[src/rtl/rx_admit_pkg.sv]
package rx_admit_pkg;

    typedef enum logic [1:0] {
        ST_IDLE  = 2'd0,
        ST_XFER  = 2'd1,
        ST_FLUSH = 2'd2
    } admit_state_e;

    typedef struct packed {
        logic write;   // store the current beat
        logic drop;    // current beat opens a refused packet
    } beat_verdict_t;

    function automatic logic has_room(input logic [31:0] fill, input logic [31:0] limit);
        return fill < limit;
    endfunction

endpackage

[src/rtl/rx_admit_fsm.sv]
module rx_admit_fsm
    import rx_admit_pkg::*;
#(
    parameter int CNT_W       = 10,
    parameter int ADMIT_LIMIT = 224
) (
    input  logic             clk,
    input  logic             rst,
    input  logic             beat_valid,
    input  logic             beat_last,
    input  logic [CNT_W-1:0] fill_cnt,
    output admit_state_e     state,
    output beat_verdict_t    verdict
);
    admit_state_e nxt;
    logic         room;
    logic         ends;

    assign room = has_room(32'(fill_cnt), 32'(ADMIT_LIMIT));
    assign ends = beat_valid && beat_last;

    always_comb begin
        nxt     = state;
        verdict = '0;
        case (state)
            ST_IDLE: begin
                if (beat_valid) begin
                    if (room) begin
                        verdict.write = 1'b1;
                        nxt = beat_last ? ST_IDLE : ST_XFER;
                    end else begin
                        verdict.drop = 1'b1;
                        nxt = beat_last ? ST_IDLE : ST_FLUSH;
                    end
                end
            end
            ST_XFER: begin
                verdict.write = beat_valid;
                if (ends) nxt = ST_IDLE;
            end
            ST_FLUSH: begin
                if (ends) nxt = ST_IDLE;
            end
            default: nxt = ST_IDLE;
        endcase
    end

    always_ff @(posedge clk) begin
        if (rst) state <= ST_IDLE;
        else     state <= nxt;
    end

endmodule

[src/rtl/rx_word_pack.sv]
module rx_word_pack #(
    parameter int DATA_W = 256,
    localparam int WORD_W = DATA_W + 2
) (
    input  logic              clk,
    input  logic              rst,
    input  logic              store,
    input  logic [DATA_W-1:0] beat_data,
    input  logic              beat_last,
    input  logic              beat_err,
    output logic              wr_en,
    output logic [WORD_W-1:0] wr_word
);
    always_ff @(posedge clk) begin
        if (rst) begin
            wr_en   <= 1'b0;
            wr_word <= '0;
        end else begin
            wr_en <= store;
            if (store) wr_word <= {beat_err, beat_last, beat_data};
        end
    end

endmodule

[src/rtl/rx_drop_tracker.sv]
module rx_drop_tracker #(
    parameter int DROP_W = 16,
    localparam logic [DROP_W-1:0] DROP_MAX = '1
) (
    input  logic              clk,
    input  logic              rst,
    input  logic              drop,
    input  logic              clr,
    output logic              flag,
    output logic [DROP_W-1:0] count
);
    always_ff @(posedge clk) begin
        if (rst) begin
            flag  <= 1'b0;
            count <= '0;
        end else begin
            if (drop)     flag <= 1'b1;
            else if (clr) flag <= 1'b0;
            if (drop && count != DROP_MAX) count <= count + 1'b1;
        end
    end

endmodule

[src/rtl/rx_pkt_admit.sv]
module rx_pkt_admit
    import rx_admit_pkg::*;
#(
    parameter int DATA_W      = 256,
    parameter int CNT_W       = 10,
    parameter int ADMIT_LIMIT = 224,
    parameter int DROP_W      = 16,
    localparam int WORD_W     = DATA_W + 2
) (
    input  logic              clk,
    input  logic              rst,
    input  logic [DATA_W-1:0] s_tdata,
    input  logic              s_tvalid,
    input  logic              s_tlast,
    input  logic              s_tuser,
    output logic              s_tready,
    input  logic [CNT_W-1:0]  fifo_wr_cnt,
    output logic              fifo_wr_en,
    output logic [WORD_W-1:0] fifo_wr_data,
    input  logic              ovf_clr,
    output logic              ovf_flag,
    output logic [DROP_W-1:0] drop_cnt
);
    admit_state_e  cur_state;
    beat_verdict_t verdict;

    assign s_tready = 1'b1;

    rx_admit_fsm #(.CNT_W(CNT_W), .ADMIT_LIMIT(ADMIT_LIMIT)) fsm_i (
        .clk        (clk),
        .rst        (rst),
        .beat_valid (s_tvalid),
        .beat_last  (s_tlast),
        .fill_cnt   (fifo_wr_cnt),
        .state      (cur_state),
        .verdict    (verdict)
    );

    rx_word_pack #(.DATA_W(DATA_W)) pack_i (
        .clk       (clk),
        .rst       (rst),
        .store     (verdict.write),
        .beat_data (s_tdata),
        .beat_last (s_tlast),
        .beat_err  (s_tuser),
        .wr_en     (fifo_wr_en),
        .wr_word   (fifo_wr_data)
    );

    rx_drop_tracker #(.DROP_W(DROP_W)) drop_i (
        .clk   (clk),
        .rst   (rst),
        .drop  (verdict.drop),
        .clr   (ovf_clr),
        .flag  (ovf_flag),
        .count (drop_cnt)
    );

endmodule

[config.mk]
export PLATFORM = sky130hd
export DESIGN_NAME = rx_pkt_admit
export DESIGN_NICKNAME = d
export VERILOG_FILES = /design/src/rtl/rx_admit_pkg.sv /design/src/rtl/rx_admit_fsm.sv /design/src/rtl/rx_word_pack.sv /design/src/rtl/rx_drop_tracker.sv /design/src/rtl/rx_pkt_admit.sv
export SDC_FILE = /design/constraint.sdc
export NUM_CORES = 1
export LEC_CHECK = 0
export ABC_AREA = 1
export BUFFER_PORTS_ARGS = -buffer_cell sky130_fd_sc_hd__buf_2
export CAP_MARGIN = 10
export CORE_AREA = 2 2 214 216
export CTS_CLUSTER_DIAMETER = 50
export DETAILED_ROUTE_END_ITERATION = 7
export DIE_AREA = 0 0 216 218
export PLACE_DENSITY = 0.59
export SYNTH_ARGS = -nofsm -noshare
export SYNTH_HDL_FRONTEND = slang
export SYNTH_HIERARCHICAL = 1
export SYNTH_SLANG_ARGS = --single-unit
[constraint.sdc]
create_clock -name clk -period 3.26 [get_ports clk]
set_input_delay 0.652 -clock clk [delete_from_list [all_inputs] [get_ports clk]]
set_output_delay 0.652 -clock clk [all_outputs]
set_load 0.03 [all_outputs]
# ---- Word-level counts from Yosys, hierarchy flattened
# Cells that the tools add are included.
dict set report totals {
  ff_bits 278
  input_bits 272
  output_inout_bits 277
}
dict set report classes {
  addsub 1
  magnitude_cmp 1
  eq_ne 5
  muxes 13
  n_reduce_logical 6
}
# op n
set op_table {}
lappend op_table {{adder 16 x 1 -> 16 bit (second input constant)} 1}
lappend op_table {{!= test 16 bit (second input constant)} 1}
lappend op_table {{less-than comparator 10 x 8 -> 1 bit (second input constant)} 1}
lappend op_table {{2-to-1 mux 2 bit} 5}
lappend op_table {{2-to-1 mux 1 bit} 6}
lappend op_table {{case mux 2 bit (2 select lines)} 1}
lappend op_table {{equality test 2 x 1 -> 1 bit (second input constant)} 1}
lappend op_table {{equality test 2 bit (second input constant)} 1}
lappend op_table {{logical AND 1 bit} 2}
lappend op_table {{zero test 2 bit} 1}
lappend op_table {{!= test 2 x 1 -> 1 bit (second input constant)} 1}
lappend op_table {{!= test 2 bit (second input constant)} 1}
lappend op_table {{case mux 1 bit (2 select lines)} 1}
lappend op_table {{AND reduction 2 bit} 1}
lappend op_table {{nonzero test 2 bit} 1}
lappend op_table {{OR reduction 2 bit} 1}

# ---- Logic depth before layout (Yosys ltp)
dict set report depth {
  depth_word 5
  depth_mapped 12
  depth_no_buf 12
}

# ---- Cells and area by module
# The synthesis kept the hierarchy.
# module instances cells_per_inst area_per_inst_um2 seq_area_each_um2
set modules_own_cells {}
lappend modules_own_cells {rx_word_pack 1 1638 10595.2 5185.0}
lappend modules_own_cells {rx_drop_tracker 1 150 948.4 340.3}
lappend modules_own_cells {rx_admit_fsm 1 30 176.4 40.0}
lappend modules_own_cells {rx_pkt_admit 1 2 11.3 0.0}

# ---- Worst setup path after synthesis
# OpenSTA, ideal clock, no wires.
dict set report synth_timing {
  path_type {input-to-reg}
  start {input fifo_wr_cnt[5]}
  end {register drop_i.count[10]}
  setup_ns 0.116
  arrival_ns 1.720
  t_required_ns 3.144
  path_slack_ns 1.424
  cell_stages 11
  path_buffers 0
  cell_sequence {nand3_1 -> nand2_1 -> inv_1 -> nor2_1 -> inv_1 -> nor2_2 -> nand2_1 -> nor2_1 -> nand3_1 -> nand2_1 -> nor2_1}
}
# element line_no
set synth_lines {}
lappend synth_lines {{start: declaration} rx_pkt_admit.sv:17} ;# input logic [CNT_W-1:0] fifo_wr_cnt,
lappend synth_lines {{end signal: assignment} rx_drop_tracker.sv:19} ;# if (drop && count != DROP_MAX) count <= count + 1'b1;
lappend synth_lines {{end: declaration} rx_drop_tracker.sv:10} ;# output logic [DROP_W-1:0] count

==> metrics.csv <==
stage,metric,value,unit
pwr,Power Internal,6.72,mW
logic_synthesis,flop and latch count out of synthesis,278,
critical_path,crit path kind,register to register,
timing,number of pins exceeding their max-slew limit in the final report,0,
route,remaining design rule violation count,0,
cells_and_area,Post-layout nets,2611,
critical_path,launch point of the worst reg-to-reg path,fsm_i/state[1]$_SDFFE_PP0P_,
cells_and_area,"most common cell after layout, fill and taps aside",nand2_1,
timing,slew at the pin closest to its max-slew limit,0.558,ns
route,count of TritonRoute iterations in the first routing pass,7,
run_status,run status,finished clean,
critical_path,CP Capture Type,register,
cells_and_area,fill cell count,4864,
critical_path,largest driver fanout on the critical path,60,
timing,final-report setup violation count,0,
min_path,Worst Hold Class,primary input to register,
die,Row Count,78,
clocking,number of setup buffers added after CTS,0,
global_route,pin count of the biggest net entering global routing,112,
timing,RSZ-0062 raised after global routing,no,
global_route,vias in the first global route,10600,
place,Post-Place Worst Slack,0.758,ns
die,effective utilization at floorplan,26.1,%
pwr,sequential fraction of design power,39.5,%
place,final weighted congestion in routability-driven placement,0.828,
logic_synthesis,Post-Synthesis Net Count,2095,
pwr,Power per Cell Area,578,nW/um^2
global_route,global-route wire length before repair,52900,um
pwr,share of total power in the clock network,45.2,%
route,met2 routed wirelength,16900,um
logic_synthesis,"area leader, netlist",dfxtp_1,
logic_synthesis,Yosys top cell area share,47.4,%
clocking,# H-tree levels,2,
pwr,sw power,2.63,mW
route,Total Routed Length,34600,um
clocking,clock network latency to the later pin of the worst-skew pair,0.53,ns
timing,number of hold-slack violations in the final timing report,0,
place,dpl hpwl,25900,um
route,routed length per instance,11.7,um
logic_synthesis,number of warnings reported in the yosys synthesis log,6,
critical_path,destination of the worst register-to-register timing path,pack_i/wr_word[185]$_SDFFE_PP0P_,
critical_path,worst endpoint required time,3.68,ns
logic_synthesis,Post-Syn Area per Cell,6.45,um^2
route,detailed router's first-iteration violation count,672,
route,detailed-routing wirelength on met1,14200,um
logic_synthesis,leading post-synthesis cells by cell area,"dfxtp_1 47%, nand2_1 18%, nor2_1 18%",
clocking,total of hold buffers inserted after clock tree synthesis,0,
route,routed vias,11800,
critical_path,R2R Setup Slk,1.24,ns
die,number of top-level pins,549,
timing,worst-case headroom to the max-slew limit,62.8,%
timing,"Min Clock Period, post-route",2.02,ns
logic_synthesis,post-synth cell types,22,
die,core box area,44900,um^2
global_route,GR Util All Layers,13.8,%
route,final antenna-violating net count,0,
job,total of max-cap violations,0,
min_path,Worst Hold Endpoint,drop_i/flag$_SDFFE_PP0P_,
route,total length of routed met3 wires,2510,um
pwr,Switching Fraction,28.1,%
die,Die Height,218,um
cells_and_area,most frequent cells in the layout,"567 x nand2_1, 549 x nor2_1, 542 x buf_2",
clocking,CTS tree,built,
cells_and_area,register area,5570,um^2
route,average via count per standard cell,3.97,
global_route,initial antenna violation count,1,
cells_and_area,P&R area growth vs syn,38.0,%
critical_path,number of cell instances on the worst register-to-register path,8,
logic_synthesis,synthesized instance count,1820,
clocking,Root Driver,clkbuf_16,
min_path,Hold Path Stages,4,
logic_synthesis,synthesized cell area,11700,um^2
pwr,leakage power,9.16,nW
clocking,number of buffers added by the clock tree synthesis step,38,
place,PortBufs,542,
critical_path,startpoint kind of the worst setup timing path,register,
cells_and_area,area occupied by multi-input gates,4510,um^2
cells_and_area,fraction of layout instances using a drive strength above 1,27.3,%
timing,final setup margin,1.24,ns
timing,total negative slack,0,ns
clocking,post-cts repair resize count,0,
timing,share of the clock period used by the worst path,62.0,%
logic_synthesis,share of the yosys chip area belonging to registers,47.4,%
pwr,worst IR drop on VDD,370,uV
min_path,hold wc startpoint,ovf_clr,
timing,Peak Freq,494,MHz
die,Die W,216,um
clocking,clk slew on worst S/H paths,0.06,ns
clocking,TritonCTS sink count,278,
clocking,clock tree buffer depth,3,
critical_path,data arrival time of the worst path,2.44,ns
route,top routing layer in use,met4,
die,die outline area,47100,um^2
global_route,global route total overflow,0,
timing,largest clock skew in the final design,0.00887,ns
pwr,combinational share of power,15.3,%
-- synth_stat cells --
library cell	instances
nand3b_1	3
ha_1	3
nor3_1	2
nor2_2	4
clkbuf_1	13
buf_2	49
nand2_2	2
conb_1	1
a21oi_1	15
inv_1	281
nor2_4	1
a21oi_2	1
buf_6	24
nand2_4	1
inv_2	2
clkinv_1	1
nor2_1	549
nand3_1	17
nand2_1	568
buf_4	4
dfxtp_1	278
nand3_2	1
-- through the flow --
stage | power, mW | cells | util, % | hold WS, ns | area (um^2)
2_1_floorplan | 4.73 | 1820 | - | 0.441 | 11700
3_3_place_gp | 5.19 | 2896 | 33.1 | 0.453 | 14900
3_5_place_dp | 5.22 | 2896 | 33.1 | 0.459 | 14900
4_1_cts | 9.52 | 2965 | 36.1 | 0.331 | 16200
5_1_grt | 9.81 | 2966 | 36.1 | 0.373 | 16200
6_report | 9.35 | 2966 | 36.1 | 0.376 | 16200
-- state kept, by name (all words and copies together) (netlist names) --
name	cells
drop_i/count	16
drop_i/flag	1
fsm_i/state	2
pack_i/wr_en	1
pack_i/wr_word	258
-- critical path, stage by stage, from the launching register on --
cell	delay [ns]
dfxtp_1	0.31
inv_1	0.08
ha_1	0.21
nand3_1	0.14
nand2_4	0.35
buf_4	0.55
nand2_1	0.13
nand2_1	0.09
nor2_1	0.04
-- area by class of cell --
cell class,instances,share of cell area (%)
sequential,278,34.4
multi-input combinational,1168,27.9
timing repair buffer,566,18.3
clock buffer,52,7.02
inverter,284,6.61
tap,600,4.64
clock inverter,17,1.14
antenna,1,0.0155
-- power groups by stage --
| stage | logic, mW | clock network, mW | registers [mW] |
|---|---|---|---|
| 3_5_place_dp | 1.44 | 0 | 3.77 |
| 3_3_place_gp | 1.43 | 0 | 3.76 |
| 6_report | 1.43 | 4.22 | 3.70 |
| 5_1_grt | 1.58 | 4.50 | 3.72 |
| 2_1_floorplan | 0.566 | 0 | 4.17 |
| 4_1_cts | 1.45 | 4.37 | 3.70 |
-- metal layers --
metal | vias up | global-route usage, %
met5 | - | 0
met4 | 0 | 5.39
met3 | 74 | 3.99
met2 | 392 | 24.3
met1 | 5106 | 15.6
li1 | 6207 | -
-- kinds of logic after synthesis --
logic type / after synthesis / share of synthesized area, %
and+or+nand+nor: 1148 / 37.3
buffers and inverters: 374 / 14.2
DFF: 278 / 47.4
AOI/OAI and AO/OA: 16 / 0.715
adders and majority gates: 3 / 0.320
other: 1 / 0.0320
-- worst max path at each step --
stage	from	endpoint	slack, ns
after CTS	fsm_i/state[1]$_SDFFE_PP0P_	pack_i/wr_word[185]$_SDFFE_PP0P_	1.20
after detailed placement	fifo_wr_cnt[8]	pack_i/wr_word[178]$_SDFFE_PP0P_	0.76
final	fsm_i/state[1]$_SDFFE_PP0P_	pack_i/wr_word[185]$_SDFFE_PP0P_	1.24
after floorplan	fifo_wr_cnt[5]	drop_i/count[10]$_SDFFE_PP0P_	1.42
after global routing	fsm_i/state[1]$_SDFFE_PP0P_	pack_i/wr_word[185]$_SDFFE_PP0P_	1.06
after global placement	fifo_wr_cnt[8]	pack_i/wr_word[189]$_SDFFE_PP0P_	0.80
Note: power is estimated with default switching activity, not from simulation.
